**src/rtl/csSeqPkg.sv**
```systemverilog
package csSeqPkg;

  typedef enum logic [1:0] {
    ST_IDLE,
    ST_GAP,
    ST_RUN
  } seqState_t;

  // strobes from control to datapath
  typedef struct packed {
    logic capture;    // latch attributes of the accepted request
    logic loadFirst;  // load first-beat count and beat count
    logic loadNext;   // load a later burst beat
    logic tick;       // count one clock of the current beat
    logic run;        // access clocks (strobes allowed)
  } seqStrobe_t;

  // status from datapath to control
  typedef struct packed {
    logic beatEnd;    // current clock closes a beat
    logic moreBeats;  // burst beats remain after this one
    logic holdRead;   // finished access was a read with read hold set
  } seqStatus_t;

endpackage

```
**src/rtl/csSeqCtrl.sv**
```systemverilog
module csSeqCtrl
  import csSeqPkg::*;
#(
  parameter int REGION_W = 2
) (
  input  logic                clk,
  input  logic                rstN,
  input  logic                start,
  input  logic                isWrite,
  input  logic [REGION_W-1:0] region,
  input  seqStatus_t          seqStat,
  output seqStrobe_t          seqStrb,
  output logic                busy
);

  seqState_t            state, stateNext;
  logic                 guard;
  logic [REGION_W-1:0]  guardRegion, curRegion;
  logic                 gapNeed, lastEnd;

  assign gapNeed = guard && (isWrite || (region != guardRegion));
  assign lastEnd = (state == ST_RUN) && seqStat.beatEnd && !seqStat.moreBeats;
  assign busy    = (state != ST_IDLE);

  always_comb begin
    seqStrb   = '0;
    stateNext = state;
    seqStrb.run = (state == ST_RUN);
    case (state)
      ST_IDLE: if (start) begin
        seqStrb.capture   = 1'b1;
        seqStrb.loadFirst = !gapNeed;
        stateNext         = gapNeed ? ST_GAP : ST_RUN;
      end
      ST_GAP: begin
        seqStrb.loadFirst = 1'b1;
        stateNext         = ST_RUN;
      end
      ST_RUN: begin
        if (seqStat.beatEnd) begin
          seqStrb.loadNext = seqStat.moreBeats;
          if (!seqStat.moreBeats) stateNext = ST_IDLE;
        end else begin
          seqStrb.tick = 1'b1;
        end
      end
      default: stateNext = ST_IDLE;
    endcase
  end

  always_ff @(posedge clk or negedge rstN) begin
    if (!rstN) begin
      state       <= ST_IDLE;
      guard       <= 1'b0;
      guardRegion <= '0;
      curRegion   <= '0;
    end else begin
      state <= stateNext;
      if (state == ST_IDLE) guard <= 1'b0;
      if (seqStrb.capture) curRegion <= region;
      if (lastEnd) begin
        guard       <= seqStat.holdRead;
        guardRegion <= curRegion;
      end
    end
  end

endmodule

```
**src/rtl/csSeqDatapath.sv**
```systemverilog
module csSeqDatapath
  import csSeqPkg::*;
#(
  parameter int SCY_W     = 4,
  parameter int BSCY_W    = 2,
  parameter int LANES     = 4,
  parameter int BURST_LEN = 4
) (
  input  logic                          clk,
  input  logic                          rstN,
  input  seqStrobe_t                    seqStrb,
  input  logic                          isWrite,
  input  logic                          burstReq,
  input  logic [$clog2(BURST_LEN)-1:0]  wordOffset,
  input  logic [SCY_W-1:0]              waitScy,
  input  logic [BSCY_W-1:0]             waitBscy,
  input  logic                          relaxed,
  input  logic                          extAckMode,
  input  logic [1:0]                    csSetup,
  input  logic                          csEarlyNeg,
  input  logic                          readHold,
  input  logic                          burstInhibit,
  input  logic                          byteMode,
  input  logic [LANES-1:0]              laneMask,
  input  logic                          extAck,
  output seqStatus_t                    seqStat,
  output logic                          csOut,
  output logic                          oeOut,
  output logic [LANES-1:0]              weOut,
  output logic                          tAck
);

  localparam int OFF_W   = $clog2(BURST_LEN);
  localparam int MAX_LEN = 4 + 2 * ((1 << SCY_W) - 1);
  localparam int CNT_W   = $clog2(MAX_LEN + 1);

  // attributes held for the running access
  logic              hW, hTr, hSeta, hAcsNz, hCsnt, hEhtr, hByte, hBurst;
  logic [SCY_W-1:0]  hScy;
  logic [BSCY_W-1:0] hBscy;
  logic [OFF_W-1:0]  hOff;
  logic [LANES-1:0]  hLanes;

  // attributes in force this clock (raw on capture, held otherwise)
  logic              nW, nTr, nSeta, nAcsNz, nCsnt, nBurst;
  logic [SCY_W-1:0]  nScy;
  logic [OFF_W-1:0]  nOff;

  logic [CNT_W-1:0]  cnt, scyExt, waitEff, firstLoad, nextLoad, bscyExt;
  logic [OFF_W-1:0]  beats, beatsLoad;
  logic              setupPh, finalClk, csOn, weWin;

  always_comb begin
    if (seqStrb.capture) begin
      nW = isWrite; nTr = relaxed; nSeta = extAckMode; nAcsNz = (csSetup != 2'b00);
      nCsnt = csEarlyNeg; nScy = waitScy; nOff = wordOffset;
      nBurst = burstReq && !isWrite && !burstInhibit;
    end else begin
      nW = hW; nTr = hTr; nSeta = hSeta; nAcsNz = hAcsNz;
      nCsnt = hCsnt; nScy = hScy; nOff = hOff; nBurst = hBurst;
    end
  end

  assign scyExt  = CNT_W'(nScy);
  assign waitEff = nTr ? (scyExt << 1) : scyExt;
  assign firstLoad = nSeta ? (nTr ? CNT_W'(2) : CNT_W'(1))
                           : CNT_W'(1) + waitEff + CNT_W'(nTr & nAcsNz) + CNT_W'(nTr & nW & nCsnt);
  assign beatsLoad = nBurst ? (OFF_W'(BURST_LEN - 1) - nOff) : '0;
  assign bscyExt   = CNT_W'(hBscy);
  assign nextLoad  = hSeta ? '0 : (hTr ? (bscyExt << 1) : bscyExt);

  always_ff @(posedge clk or negedge rstN) begin
    if (!rstN) begin
      {hW, hTr, hSeta, hAcsNz, hCsnt, hEhtr, hByte, hBurst} <= '0;
      hScy <= '0; hBscy <= '0; hOff <= '0; hLanes <= '0;
      cnt <= '0; beats <= '0; setupPh <= 1'b0;
    end else begin
      if (seqStrb.capture) begin
        hW <= isWrite; hTr <= relaxed; hSeta <= extAckMode;
        hAcsNz <= (csSetup != 2'b00); hCsnt <= csEarlyNeg; hEhtr <= readHold;
        hByte <= byteMode; hBurst <= burstReq && !isWrite && !burstInhibit;
        hScy <= waitScy; hBscy <= waitBscy; hOff <= wordOffset; hLanes <= laneMask;
      end
      if (seqStrb.loadFirst) begin
        cnt     <= firstLoad;
        beats   <= beatsLoad;
        setupPh <= nTr & nAcsNz;
      end else if (seqStrb.loadNext) begin
        cnt     <= nextLoad;
        beats   <= beats - OFF_W'(1);
        setupPh <= 1'b0;
      end else if (seqStrb.tick) begin
        cnt     <= (cnt != '0) ? cnt - CNT_W'(1) : '0;
        setupPh <= 1'b0;
      end
    end
  end

  always_comb begin
    if (hSeta) seqStat.beatEnd = seqStrb.run && (cnt == '0) && extAck;
    else       seqStat.beatEnd = seqStrb.run && ((cnt == '0) || (extAck && (cnt >= CNT_W'(2))));
  end
  assign seqStat.moreBeats = (beats != '0);
  assign seqStat.holdRead  = !hW && hEhtr;

  assign finalClk = seqStrb.run && !hSeta && (cnt == '0) && (beats == '0);
  assign csOn  = seqStrb.run && !setupPh && !(finalClk && hTr && hW && hCsnt && hAcsNz);
  assign weWin = seqStrb.run && !setupPh && !(finalClk && hTr && hW && hCsnt);

  assign csOut = csOn;
  assign oeOut = csOn && !hW;
  assign weOut = (weWin && (hW || hByte)) ? hLanes : '0;
  assign tAck  = seqStat.beatEnd;

endmodule

```
**src/rtl/csSeqTop.sv**
```systemverilog
module csSeqTop
  import csSeqPkg::*;
#(
  parameter int SCY_W     = 4,
  parameter int BSCY_W    = 2,
  parameter int LANES     = 4,
  parameter int REGION_W  = 2,
  parameter int BURST_LEN = 4
) (
  input  logic                          clk,
  input  logic                          rstN,
  input  logic                          start,
  input  logic                          isWrite,
  input  logic                          burstReq,
  input  logic [$clog2(BURST_LEN)-1:0]  wordOffset,
  input  logic [REGION_W-1:0]           region,
  input  logic [SCY_W-1:0]              waitScy,
  input  logic [BSCY_W-1:0]             waitBscy,
  input  logic                          relaxed,
  input  logic                          extAckMode,
  input  logic [1:0]                    csSetup,
  input  logic                          csEarlyNeg,
  input  logic                          readHold,
  input  logic                          burstInhibit,
  input  logic                          byteMode,
  input  logic [LANES-1:0]              laneMask,
  input  logic                          extAck,
  output logic                          csOut,
  output logic                          oeOut,
  output logic [LANES-1:0]              weOut,
  output logic                          tAck,
  output logic                          busy
);

  seqStrobe_t seqStrb;
  seqStatus_t seqStat;

  csSeqCtrl #(.REGION_W(REGION_W)) u_ctrl (
    .clk(clk), .rstN(rstN), .start(start), .isWrite(isWrite), .region(region),
    .seqStat(seqStat), .seqStrb(seqStrb), .busy(busy)
  );

  csSeqDatapath #(
    .SCY_W(SCY_W), .BSCY_W(BSCY_W), .LANES(LANES), .BURST_LEN(BURST_LEN)
  ) u_data (
    .clk(clk), .rstN(rstN), .seqStrb(seqStrb), .isWrite(isWrite), .burstReq(burstReq),
    .wordOffset(wordOffset), .waitScy(waitScy), .waitBscy(waitBscy), .relaxed(relaxed),
    .extAckMode(extAckMode), .csSetup(csSetup), .csEarlyNeg(csEarlyNeg),
    .readHold(readHold), .burstInhibit(burstInhibit), .byteMode(byteMode),
    .laneMask(laneMask), .extAck(extAck), .seqStat(seqStat), .csOut(csOut),
    .oeOut(oeOut), .weOut(weOut), .tAck(tAck)
  );

endmodule

```
**config.mk**
```make
export PLATFORM = sky130hd
export DESIGN_NAME = csSeqTop
export DESIGN_NICKNAME = d
export VERILOG_FILES = /design/src/rtl/csSeqPkg.sv /design/src/rtl/csSeqCtrl.sv /design/src/rtl/csSeqDatapath.sv /design/src/rtl/csSeqTop.sv
export SDC_FILE = /design/constraint.sdc
export NUM_CORES = 1
export LEC_CHECK = 0
export BUFFER_PORTS_ARGS = -buffer_cell sky130_fd_sc_hd__buf_2
export CORE_AREA = 2 2 74 76
export DETAILED_ROUTE_END_ITERATION = 6
export DIE_AREA = 0 0 76 78
export PLACE_DENSITY_LB_ADDON = 0.05
export REMOVE_ABC_BUFFERS = 1
export SLEW_MARGIN = 10
export SYNTH_ARGS = -nofsm -noshare
export SYNTH_HDL_FRONTEND = slang
export SYNTH_SLANG_ARGS = --single-unit
```
**constraint.sdc**
```tcl
create_clock -name clk -period 4.5 [get_ports clk]
set_input_delay 0.675 -clock clk [delete_from_list [all_inputs] [get_ports clk]]
set_output_delay 0.675 -clock clk [all_outputs]
set_load 0.03 [all_outputs]
```
==> flow_summary_export.csv <==
group,metric,value,unit
floorplanning,ios,36,
clock_tree,cts.sinks,36,
cells_and_area,area_delta_synth_final,14.6,%
global_route,grt_pass1_vias,1725,
clock_tree,cts_hold_buf,0,
cells_and_area,instances_no_fill,338,
timing,rsz0062_at_grt,"false",
clock_tree,clk_pin_slew,0.08,ns
cells_and_area,fin_area,2530,um2
floorplanning,initial_core_util,43.8,%
placement,port_buffers,35,
global_route,grt_use_met1,25.1,%
route,drc,0,
cells_and_area,insertedDiodeCount,0,
logic_synthesis,ys.flop_type,"dfrtp_1",
route,vias,1759,
placement,dpl_cell_area,2440,um2
global_route,grt_pass1_wl,8540,um
floorplanning,die_w,76,um
global_route,grt-ovfl-total,0,
route,vias_per_cell,5.20,
logic_synthesis,async_flop_share,100,%
setup_path,cp_top_family,"simple AND/OR/NAND/NOR gates",
clock_tree,cts_resized,0,
route,first_pass_iters,6,
route,drt_iter0_drc,85,
clock_tree,clk_latency,0.29,ns
clock_tree,tritoncts,"yes",
clock_tree,clk_path_buf_depth,2,
placement,post-dp-hpwl,3610,um
pwr,cellLeakagePower,0.00117,uW
cells_and_area,drive_gt1_share,26.1,%
global_route,grt_max_degree,37,
cells_and_area,post-route-util,50.2,%
route,ant_nets,0,
cells_and_area,fill_cells,492,
logic_synthesis,synthCells,232,
placement,place.gp.congestion,0.790,
global_route,grt_use_met2,27.9,%
logic_synthesis,synth_warnings,0,
timing,setup_violations,0,
clock_tree,cts.htree.levels,2,
timing,finalClockSkew,0.00963,ns
setup_path,cp.buffers_inverters,3,
timing,maxSlewHeadroom,45.1,%
setup_path,slowest_stage,"or4_1",
logic_synthesis,synth_top_area_share,40.8,%
timing,setup-tns-final,0,ns
logic_synthesis,synthTopCellsByArea,"dfrtp_1 41%, mux2_2 8.7%, ha_1 4.0%",
route,wl_per_cell,14.5,um
setup_path,crit_type,"register to register",
setup_path,max_stage_delay,0.53,ns
setup_path,critPathArrivalTime,3.62,ns
clock_tree,cts_buffers,5,
setup_path,startpoint_type,"register",
logic_synthesis,syn_area,2210,um2
timing,final.period_utilization,75.5,%
logic_synthesis,synth_edf_count,0,
floorplanning,core_region_area,5040,um2
cells_and_area,final_common_cell,"dfrtp_1",
global_route,met3_usage,3.84,%
hold_path,holdCritPathClass,"input pin to async pin",
global_route,busiest_layer,"met2",
timing,whs,0.475,ns
cells_and_area,layout.nets,303,
floorplanning,rows,26,
route,routed_wl,4910,um
clock_tree,cts-root-buf,"clkbuf_8",
setup_path,required,4.72,ns
clock_tree,cts_setup_buffers,0,
logic_synthesis,yosysUniqueCellTypes,53,
setup_path,crit_fanout,35,
timing,clock.fmax,294,MHz
floorplanning,die-area,5930,um2
placement,place_inst,330,
timing,drv_slew,0,
logic_synthesis,post-synth-top-area-cell,"dfrtp_1",
run_status,status,"complete, no violations",
cells_and_area,final_cell_mix,"36 x dfrtp_1, 35 x buf_2, 22 x nor2_1",
setup_path,path_cells,"nor3b_2 -> buf_4 -> mux2_2 -> nand2_1 -> ha_1 -> inv_1 -> ha_1 -> inv_1 -> fa_1 -> or4_1 -> a21boi_1 -> a221o_1",
setup_path,worstSetupEndpointType,"register",
logic_synthesis,ys_seq_elements,36,
global_route,antenna_found_initial,0,
pwr,ir_worst_vdd,0.279,mV
pwr,p_per_area,777,nW/um2
global_route,grt_use_total,18.1,%
logic_synthesis,ys_seq_area_share,40.8,%
floorplanning,die_y,78,um
job,drv_cap,0,
timing,period_minus_slack,3.40,ns
timing,hold_viol,0,
logic_synthesis,avgSynthCellArea,9.52,um2
timing,worst_pin_slew,0.824,ns
worst register-to-register path, stage by stage, from the launching register on:
cell and delay [ns]:
dfrtp_1 0.47, nor3b_2 0.27, buf_4 0.41, mux2_2 0.41
nand2_1 0.08, ha_1 0.23, inv_1 0.06, ha_1 0.16
inv_1 0.05, fa_1 0.41, or4_1 0.53, a21boi_1 0.14
a221o_1 0.13
metrics by stage:
stage	setup slack, ns	total power [uW]
CTS	1.05	1990
finish	1.10	1970
detailed placement	0.785	1730
floorplan	-1.05	1460
global route	0.856	2170
global placement	0.888	1730
power breakdown:
group	switching (uW)	internal (uW)	leakage, uW
clock	121	122	0.0000510
combinational	634	476	0.000680
sequential	133	479	0.000439
cells in the mapped netlist, types with 2 or more instances:
cell type  number
dfrtp_1        36
nand3_1         7
nand2_1        17
ha_1            7
a311o_1         3
inv_2           2
inv_1          21
clkbuf_1        2
mux2_2         17
a22o_1          3
a221o_1         2
o21ai_0         9
nor3b_1         3
nor2b_1         5
buf_2           4
o31ai_1         2
xor2_1          2
nand2b_1        2
nand4_1         2
mux2i_1         5
nor2_1         22
nand3b_1        2
nor3_1          8
a21oi_1        15
xnor2_1         3
and2_1          3
o21a_1          2
registers in the layout, summed over array words and instances (netlist names):
register	cells
u_data.cnt	6
u_data.beats	2
u_data.hBscy	2
u_data.hCsnt	1
u_data.hBurst	1
u_ctrl.guardRegion	2
u_data.setupPh	1
u_data.hScy	4
u_data.hW	1
u_data.hTr	1
u_data.hAcsNz	1
u_data.hSeta	1
u_data.hByte	1
u_ctrl.state	2
u_data.hOff	2
u_data.hLanes	4
u_data.hEhtr	1
u_ctrl.guard	1
u_ctrl.curRegion	2
worst paths after layout:
check	endpoint	cells after the start	startpoint	slack, ns
max in group asynchronous	u_data.cnt[2]	1	rstN	3.51
hold / removal	u_data.cnt[1]	1	rstN	0.48
hold reg to reg	u_data.hOff[0]	1	u_data.hOff[0]	0.51
setup / recovery	u_data.cnt[4]	12	u_ctrl.state[1]	1.10
min in group clk	u_data.hOff[0]	1	u_data.hOff[0]	0.51
setup reg to reg	u_data.cnt[4]	12	u_ctrl.state[1]	1.10
routing by layer:
layer  vias up  routed length, um
li1        891                  -
met2        40               2090
met5         -                  0
met1       818               2520
met4         0                 95
met3        10                199
cell families after synthesis:
logic type               count (synthesis)  share of synthesized area, %
XOR/XNOR                                 5                          1.98
multiplexers                            22                          10.9
AND/OR/NAND/NOR                         78                          18.3
buffers and inverters                   31                          6.00
adder cells (fa/ha/maj)                  8                          4.87
AO/OA/AOI/OAI                           52                          17.1
flip-flops                              36                          40.8
area by class of cell:
| type | instances | area, um2 | area share [%] |
|---|---|---|---|
| multi-input cells | 165 | 1180 | 46.7 |
| flip-flops and latches | 36 | 901 | 35.6 |
| repair buffers | 36 | 183 | 7.22 |
| well taps | 70 | 87.6 | 3.46 |
| inverters | 23 | 86.3 | 3.41 |
| clock buffers | 6 | 82.6 | 3.26 |
| clock inverters | 2 | 10.0 | 0.395 |
Power figures use the tool's default switching activity.
